**src/rtl/uart_mp_pkg.sv**
```systemverilog
package uart_mp_pkg;
  localparam int unsigned OVS   = 16;
  localparam int unsigned OVS_W = $clog2(OVS);

  typedef struct packed {
    logic brk;
    logic frm;
    logic par;
  } rx_err_t;

  typedef enum logic [1:0] {RX_IDLE, RX_START, RX_DATA, RX_HOLD} rx_state_t;
endpackage

```
**src/rtl/uart_baud.sv**
```systemverilog
module uart_baud #(
  parameter int unsigned DIV_W = 12
) (
  input  logic             clk,
  input  logic             rst_n,
  input  logic [DIV_W-1:0] div,
  output logic             tick
);
  logic [DIV_W-1:0] cnt_q, cnt_d;

  assign tick = (cnt_q >= div);

  always_comb begin
    cnt_d = tick ? '0 : cnt_q + 1'b1;
  end

  always_ff @(posedge clk or negedge rst_n) begin
    if (!rst_n) cnt_q <= '0;
    else        cnt_q <= cnt_d;
  end
endmodule

```
**src/rtl/uart_fifo.sv**
```systemverilog
module uart_fifo #(
  parameter int unsigned W     = 9,
  parameter int unsigned DEPTH = 8
) (
  input  logic         clk,
  input  logic         rst_n,
  input  logic         wr,
  input  logic [W-1:0] wdata,
  input  logic         rd,
  output logic [W-1:0] rdata,
  output logic         full,
  output logic         empty
);
  localparam int unsigned AW = (DEPTH > 1) ? $clog2(DEPTH) : 1;
  localparam logic [AW-1:0] LAST = AW'(DEPTH - 1);

  logic [W-1:0]  mem [DEPTH];
  logic [AW-1:0] wptr_q, wptr_d, rptr_q, rptr_d;
  logic [AW:0]   cnt_q, cnt_d;
  logic          do_wr, do_rd;

  assign full  = (cnt_q == (AW+1)'(DEPTH));
  assign empty = (cnt_q == '0);
  assign do_wr = wr && !full;
  assign do_rd = rd && !empty;
  assign rdata = mem[rptr_q];

  always_comb begin
    wptr_d = wptr_q;
    rptr_d = rptr_q;
    cnt_d  = cnt_q;
    if (do_wr) wptr_d = (wptr_q == LAST) ? '0 : wptr_q + 1'b1;
    if (do_rd) rptr_d = (rptr_q == LAST) ? '0 : rptr_q + 1'b1;
    if (do_wr && !do_rd) cnt_d = cnt_q + 1'b1;
    else if (do_rd && !do_wr) cnt_d = cnt_q - 1'b1;
  end

  always_ff @(posedge clk or negedge rst_n) begin
    if (!rst_n) begin
      wptr_q <= '0;
      rptr_q <= '0;
      cnt_q  <= '0;
    end else begin
      wptr_q <= wptr_d;
      rptr_q <= rptr_d;
      cnt_q  <= cnt_d;
    end
  end

  always_ff @(posedge clk) begin
    if (do_wr) mem[wptr_q] <= wdata;
  end
endmodule

```
**src/rtl/uart_tx.sv**
```systemverilog
module uart_tx
  import uart_mp_pkg::*;
(
  input  logic       clk,
  input  logic       rst_n,
  input  logic       tick,
  input  logic       par_en,
  input  logic       par_odd,
  input  logic       mp_en,
  input  logic       q_empty,
  input  logic [8:0] q_data,
  output logic       q_pop,
  output logic       txd
);
  logic             busy_q, busy_d;
  logic [10:0]      sh_q, sh_d;
  logic [3:0]       bitn_q, bitn_d;
  logic [OVS_W-1:0] tcnt_q, tcnt_d;
  logic             nine, ninth;
  logic [3:0]       last;

  assign nine  = mp_en || par_en;
  assign ninth = mp_en ? q_data[8] : ((^q_data[7:0]) ^ par_odd);
  assign last  = nine ? 4'd10 : 4'd9;
  assign txd   = busy_q ? sh_q[0] : 1'b1;

  always_comb begin
    busy_d = busy_q;
    sh_d   = sh_q;
    bitn_d = bitn_q;
    tcnt_d = tcnt_q;
    q_pop  = 1'b0;
    if (tick) begin
      if (!busy_q) begin
        if (!q_empty) begin
          busy_d = 1'b1;
          q_pop  = 1'b1;
          sh_d   = {1'b1, (nine ? ninth : 1'b1), q_data[7:0], 1'b0};
          bitn_d = '0;
          tcnt_d = '0;
        end
      end else if (tcnt_q == OVS_W'(OVS - 1)) begin
        tcnt_d = '0;
        sh_d   = {1'b1, sh_q[10:1]};
        if (bitn_q == last) busy_d = 1'b0;
        else                bitn_d = bitn_q + 1'b1;
      end else begin
        tcnt_d = tcnt_q + 1'b1;
      end
    end
  end

  always_ff @(posedge clk or negedge rst_n) begin
    if (!rst_n) begin
      busy_q <= 1'b0;
      sh_q   <= '1;
      bitn_q <= '0;
      tcnt_q <= '0;
    end else begin
      busy_q <= busy_d;
      sh_q   <= sh_d;
      bitn_q <= bitn_d;
      tcnt_q <= tcnt_d;
    end
  end
endmodule

```
**src/rtl/uart_rx.sv**
```systemverilog
module uart_rx
  import uart_mp_pkg::*;
(
  input  logic       clk,
  input  logic       rst_n,
  input  logic       tick,
  input  logic       rx,
  input  logic       par_en,
  input  logic       par_odd,
  input  logic       mp_en,
  output logic       frm_valid,
  output logic [7:0] frm_data,
  output logic       frm_ninth,
  output rx_err_t    frm_err
);
  rx_state_t        st_q, st_d;
  logic [OVS_W-1:0] tcnt_q, tcnt_d;
  logic [3:0]       bitn_q, bitn_d;
  logic [8:0]       sh_q, sh_d;
  logic             val_d;
  rx_err_t          err_d;
  logic             nine, all_low;
  logic [3:0]       ndat;

  assign nine    = mp_en || par_en;
  assign ndat    = nine ? 4'd9 : 4'd8;
  assign all_low = (sh_q[7:0] == 8'h00) && !(nine && sh_q[8]);

  always_comb begin
    st_d   = st_q;
    tcnt_d = tcnt_q;
    bitn_d = bitn_q;
    sh_d   = sh_q;
    val_d  = 1'b0;
    err_d  = '0;
    case (st_q)
      RX_IDLE:
        if (tick && !rx) begin
          st_d   = RX_START;
          tcnt_d = '0;
        end
      RX_START:
        if (tick) begin
          if (tcnt_q == OVS_W'(OVS/2 - 1)) begin
            tcnt_d = '0;
            bitn_d = '0;
            sh_d   = '0;
            st_d   = rx ? RX_IDLE : RX_DATA;
          end else begin
            tcnt_d = tcnt_q + 1'b1;
          end
        end
      RX_DATA:
        if (tick) begin
          if (tcnt_q == OVS_W'(OVS - 1)) begin
            tcnt_d = '0;
            if (bitn_q != ndat) begin
              sh_d[bitn_q] = rx;
              bitn_d       = bitn_q + 1'b1;
            end else begin
              val_d     = 1'b1;
              err_d.brk = !rx && all_low;
              err_d.frm = !rx && !all_low;
              err_d.par = par_en && !mp_en && !(!rx && all_low) &&
                          ((^sh_q) ^ par_odd);
              st_d      = rx ? RX_IDLE : RX_HOLD;
            end
          end else begin
            tcnt_d = tcnt_q + 1'b1;
          end
        end
      default:
        if (rx) st_d = RX_IDLE;
    endcase
  end

  always_ff @(posedge clk or negedge rst_n) begin
    if (!rst_n) begin
      st_q      <= RX_IDLE;
      tcnt_q    <= '0;
      bitn_q    <= '0;
      sh_q      <= '0;
      frm_valid <= 1'b0;
      frm_err   <= '0;
    end else begin
      st_q      <= st_d;
      tcnt_q    <= tcnt_d;
      bitn_q    <= bitn_d;
      sh_q      <= sh_d;
      frm_valid <= val_d;
      frm_err   <= err_d;
    end
  end

  assign frm_data  = sh_q[7:0];
  assign frm_ninth = nine ? sh_q[8] : 1'b0;
endmodule

```
**src/rtl/uart_mp.sv**
```systemverilog
module uart_mp
  import uart_mp_pkg::*;
#(
  parameter int unsigned DIV_W = 12,
  parameter int unsigned DEPTH = 8
) (
  input  logic             clk,
  input  logic             rst_n,
  input  logic [DIV_W-1:0] cfg_div,
  input  logic             cfg_par_en,
  input  logic             cfg_par_odd,
  input  logic             cfg_mp_en,
  input  logic [7:0]       cfg_addr,
  input  logic             tx_wr,
  input  logic [8:0]       tx_data,
  output logic             tx_full,
  output logic             txd,
  input  logic             rxd,
  input  logic             rx_rd,
  output logic [7:0]       rx_data,
  output logic             rx_ninth,
  output logic             rx_perr,
  output logic             rx_ferr,
  output logic             rx_brk,
  output logic             rx_empty,
  output logic             rx_ovf
);
  localparam int unsigned RXW = 9 + $bits(rx_err_t);

  logic       tick;
  logic       txq_empty, txq_pop;
  logic [8:0] txq_data;
  logic       rx_s1, rx_s2;
  logic       frm_valid, frm_ninth;
  logic [7:0] frm_data;
  rx_err_t    frm_err;
  logic       sel_q, sel_d, ovf_d;
  logic       rx_push, rx_full_i;
  logic [RXW-1:0] rxq_out;

  uart_baud #(.DIV_W(DIV_W)) u_baud (
    .clk(clk), .rst_n(rst_n), .div(cfg_div), .tick(tick)
  );

  uart_fifo #(.W(9), .DEPTH(DEPTH)) u_txq (
    .clk(clk), .rst_n(rst_n), .wr(tx_wr), .wdata(tx_data),
    .rd(txq_pop), .rdata(txq_data), .full(tx_full), .empty(txq_empty)
  );

  uart_tx u_tx (
    .clk(clk), .rst_n(rst_n), .tick(tick), .par_en(cfg_par_en),
    .par_odd(cfg_par_odd), .mp_en(cfg_mp_en), .q_empty(txq_empty),
    .q_data(txq_data), .q_pop(txq_pop), .txd(txd)
  );

  always_ff @(posedge clk or negedge rst_n) begin
    if (!rst_n) begin
      rx_s1 <= 1'b1;
      rx_s2 <= 1'b1;
    end else begin
      rx_s1 <= rxd;
      rx_s2 <= rx_s1;
    end
  end

  uart_rx u_rx (
    .clk(clk), .rst_n(rst_n), .tick(tick), .rx(rx_s2),
    .par_en(cfg_par_en), .par_odd(cfg_par_odd), .mp_en(cfg_mp_en),
    .frm_valid(frm_valid), .frm_data(frm_data), .frm_ninth(frm_ninth),
    .frm_err(frm_err)
  );

  // address filter and overflow tracking
  always_comb begin
    sel_d   = sel_q;
    rx_push = 1'b0;
    if (frm_valid) begin
      if (!cfg_mp_en) begin
        rx_push = 1'b1;
      end else if (frm_ninth) begin
        sel_d   = (frm_data == cfg_addr);
        rx_push = sel_d;
      end else begin
        rx_push = sel_q;
      end
    end
    ovf_d = rx_ovf || (rx_push && rx_full_i);
  end

  always_ff @(posedge clk or negedge rst_n) begin
    if (!rst_n) begin
      sel_q  <= 1'b0;
      rx_ovf <= 1'b0;
    end else begin
      sel_q  <= sel_d;
      rx_ovf <= ovf_d;
    end
  end

  uart_fifo #(.W(RXW), .DEPTH(DEPTH)) u_rxq (
    .clk(clk), .rst_n(rst_n), .wr(rx_push),
    .wdata({frm_err, frm_ninth, frm_data}),
    .rd(rx_rd), .rdata(rxq_out), .full(rx_full_i), .empty(rx_empty)
  );

  assign rx_data  = rxq_out[7:0];
  assign rx_ninth = rxq_out[8];
  assign rx_perr  = rxq_out[9];
  assign rx_ferr  = rxq_out[10];
  assign rx_brk   = rxq_out[11];
endmodule

```
**config.mk**
```make
export PLATFORM = sky130hd
export DESIGN_NAME = uart_mp
export DESIGN_NICKNAME = d
export VERILOG_FILES = /design/src/rtl/uart_mp_pkg.sv /design/src/rtl/uart_baud.sv /design/src/rtl/uart_fifo.sv /design/src/rtl/uart_tx.sv /design/src/rtl/uart_rx.sv /design/src/rtl/uart_mp.sv
export SDC_FILE = /design/constraint.sdc
export NUM_CORES = 1
export LEC_CHECK = 0
export BUFFER_PORTS_ARGS = -buffer_cell sky130_fd_sc_hd__buf_2
export CAP_MARGIN = 20
export CORE_MARGIN = 3
export CORE_UTILIZATION = 56
export DETAILED_ROUTE_END_ITERATION = 12
export GPL_TIMING_DRIVEN = 1
export PLACE_DENSITY = 0.76
export SYNTH_ARGS = -nofsm -noshare
export SYNTH_HDL_FRONTEND = slang
export SYNTH_HIERARCHICAL = 1
export SYNTH_SLANG_ARGS = --single-unit
export TNS_END_PERCENT = 20
```
**constraint.sdc**
```tcl
create_clock -name clk -period 3.7 [get_ports clk]
set_input_delay 0.74 -clock clk [delete_from_list [all_inputs] [get_ports clk]]
set_output_delay 0.74 -clock clk [all_outputs]
set_load 0.02 [all_outputs]
```
==> flow_summary.toml <==
[worst_setup_path]
r2r.worst_path.cells = 13
crit_chain = "xnor2_1 > nand3_1 > or4_4 > a31oi_1 > buf_4 > nand2_4 > inv_1 > ha_1 > inv_1 > ha_1 > or4_1 > o211ai_1 > o211ai_1"
endpoint = "u_rxq/cnt_q[3]$_DFFE_PN0P_"
required_ns = 4.08
path_depth = 13
worst_r2r_endpoint = "u_rxq/cnt_q[3]$_DFFE_PN0P_"
timing.rr.start = "u_rx/sh_q[5]$_DFFE_PN0P_"
crit_arrival_ns = 3.80
critPathKind = "reg -> reg"
crit_buf_inv = 3
cp_max_fo = 10
start_kind = "register"
max_stage_delay_ns = 0.61
crit_slowest_cell = "dfrtp_1"
startpoint = "u_rx/sh_q[5]$_DFFE_PN0P_"
critPathTopFamily = "simple AND/OR/NAND/NOR gates"
reg2reg_slack_ns = 0.28
end_kind = "register"

[timing]
slew_viol_final = 0
grt_setup_unrepaired = "false"
relSlewSlack_pct = 30.93
setup_violations = 0
tightestPinTransition_ns = 1.030
tns_ns = 0
fmax_mhz = 292.7
final_hold_viol_count = 0
skew_ns = 0.01245
min_period_over_period_pct = 92.32
fin_crit_ns = 3.416

[cells_and_area]
final_common_cell = "edfxtp_1"
fin_nets = 929
ff_latch_area_um2 = 7012
nFillCells = 1432
synthToLayoutAreaGrowth_pct = 12.18
multi_input_area_um2 = 4472
drive_above_1_share_pct = 25.61
final_cell_mix = "168 x edfxtp_1, 66 x dfrtp_1, 51 x buf_2"
antenna_cells = 0

[grt]
overflow = 0
grt_usage_pct = 20.87
grt_pass1_vias = 7137
grt_start_max_net_pins = 79
grt_first_pass_wirelength_mm = 37.34
antenna_found_initial = 0

[clock_network]
cts_max_level = 1
clock-sinks = 246
insertion_delay_ns = 0.52
root_buffer = "clkbuf_16"
post_cts_buffers = 0
cts_hold_buffers = 0
cts_buffer_depth = 3
cts-resized-gates = 0
path_clk_slew_ns = 0.06
cts_made_buffers = 25
cts_tree = "built"

[yosys]
synth_edf_count = 168
synth_cells = 779
ys.flop_type = "edfxtp_1"
synth_area_um2 = 11780
seq_area_frac_synth_pct = 59.52
yosysWarnings = 6
synth.top_cell.area_share_pct = 42.82
ys_ff_latch = 246
ys_top_cells_by_area = "edfxtp_1 43%, dfrtp_1 14%, ha_1 4.5%"
synth_nets = 860
asyncSetResetFlopFracSynth_pct = 31.71
yosys.area.top_type = "edfxtp_1"
ys_types = 78
avgSynthCellArea_um2 = 15.12

[routing]
drt-initial-drc-count = 394
totalWireLength_mm = 23.33
antenna_left = 0
dr.pass1.iters = 4
route.detailed.drc = 0
vias = 6800
drt-wirelength-per-cell_um = 20.52
routed_via_density = 5.981

[floorplan]
die_area_um2 = 22810
start_util_pct = 57.67
pin_count = 53
die_x_um = 151.0
die_y_um = 151.0
core.rowCount = 52
coreArea_um2 = 20430

[run]
cap_violations = 0

[power]
finalPower_w = 0.007501
p_leak_nw = 4.799
irDropWorstVdd_mv = 0.4822
power_density_nw_per_um2 = 567.5

[worst_hold_path]
hp-class = "in -> async"

[outcome]
status = "finished, final reports clean"

[placed_design]
gp_congestion = 0.8131
port_buffers = 52
hpwl_mm = 15.67
[power by group]
| part | total [W] | internal [W] | switching (W) |
|---|---|---|---|
| Clock | 0.00238 | 0.00139 | 0.000982 |
| Combinational | 0.00162 | 0.000768 | 0.000853 |
| Sequential | 0.00350 | 0.00325 | 0.000255 |
[synth_stat cells (5+ instances only)]
| cell type | number |
|---|---|
| mux2_2 | 30 |
| and3_1 | 5 |
| nand2b_1 | 9 |
| nand4_1 | 9 |
| nor2_1 | 33 |
| mux4_2 | 23 |
| edfxtp_1 | 168 |
| buf_6 | 5 |
| o21ai_0 | 21 |
| dfrtp_1 | 66 |
| buf_4 | 8 |
| dfstp_2 | 12 |
| buf_2 | 12 |
| xnor2_1 | 25 |
| nor2b_1 | 9 |
| a21oi_1 | 28 |
| ha_1 | 42 |
| mux2i_1 | 16 |
| a21o_1 | 7 |
| xor2_1 | 6 |
| nand3_1 | 24 |
| nor3_1 | 17 |
| a211oi_1 | 9 |
| clkbuf_1 | 8 |
| nand2_1 | 29 |
| mux4_1 | 19 |
| inv_1 | 42 |
[sequential cells by signal, indices dropped and copies added (netlist names), 4 cells and up]
register and flops:
u_tx/sh_q 10, u_rxq/mem 96, u_txq/mem 72, u_rx/sh_q 9
u_baud/cnt_q 12, u_rx/tcnt_q 4, u_tx/bitn_q 4, u_rx/bitn_q 4
u_tx/tcnt_q 4, u_txq/cnt_q 4, u_rxq/cnt_q 4
[worst min path at each step]
stage                     from                         to  slack [ns]
3_5_place_dp   rx_s1$_DFF_PN1_            rx_s2$_DFF_PN1_        0.35
4_1_cts                    rxd            rx_s1$_DFF_PN1_        0.30
3_3_place_gp   rx_s1$_DFF_PN1_            rx_s2$_DFF_PN1_        0.35
5_1_grt                  rst_n  u_rx/frm_err[1]$_DFF_PN0_        0.16
2_1_floorplan  rx_s1$_DFF_PN1_            rx_s2$_DFF_PN1_        0.35
6_report                 rst_n  u_rx/frm_err[1]$_DFF_PN0_        0.15
[area by class of cell]
cell class	instances	share of cell area (%)
multi-input cells	457	33.84
clock buffers	36	5.046
flip-flops and latches	246	53.05
well taps	270	2.556
inverters	42	1.193
clock inverters	10	0.8142
repair buffers	76	3.503
[layer usage]
metal	part of all wire, %	wire length [µm]	GRT usage, %	vias to the layer above
li1	-	-	-	3151
met1	40	9322	25.92	3426
met2	52	12200	37.37	180
met3	5.0	1162	3.351	43
met4	2.8	652	6.936	0
met5	0	0	0	-
[cells by family after synthesis]
kind of cell	share of synthesized area (%)
xor+xnor	2.697
mux	13.43
buf+inv	3.122
compound gates	7.923
fa+ha+maj	4.800
simple gates	8.507
flops	59.52
[stage by stage]
stage,worst slack [ns],hold slack [ns],cells,cell area (µm²),util (%)
after floorplan,0.002265,0.3452,779,11840,-
after global placement,0.1299,0.3463,1090,12410,60.77
after detailed placement,0.01434,0.3469,1090,12410,60.77
after CTS,0.2769,0.3030,1136,13190,64.56
after global routing,0.1030,0.1576,1137,13220,64.69
final,0.2841,0.1462,1137,13220,64.69
Note: power is estimated with default switching activity, not from simulation.
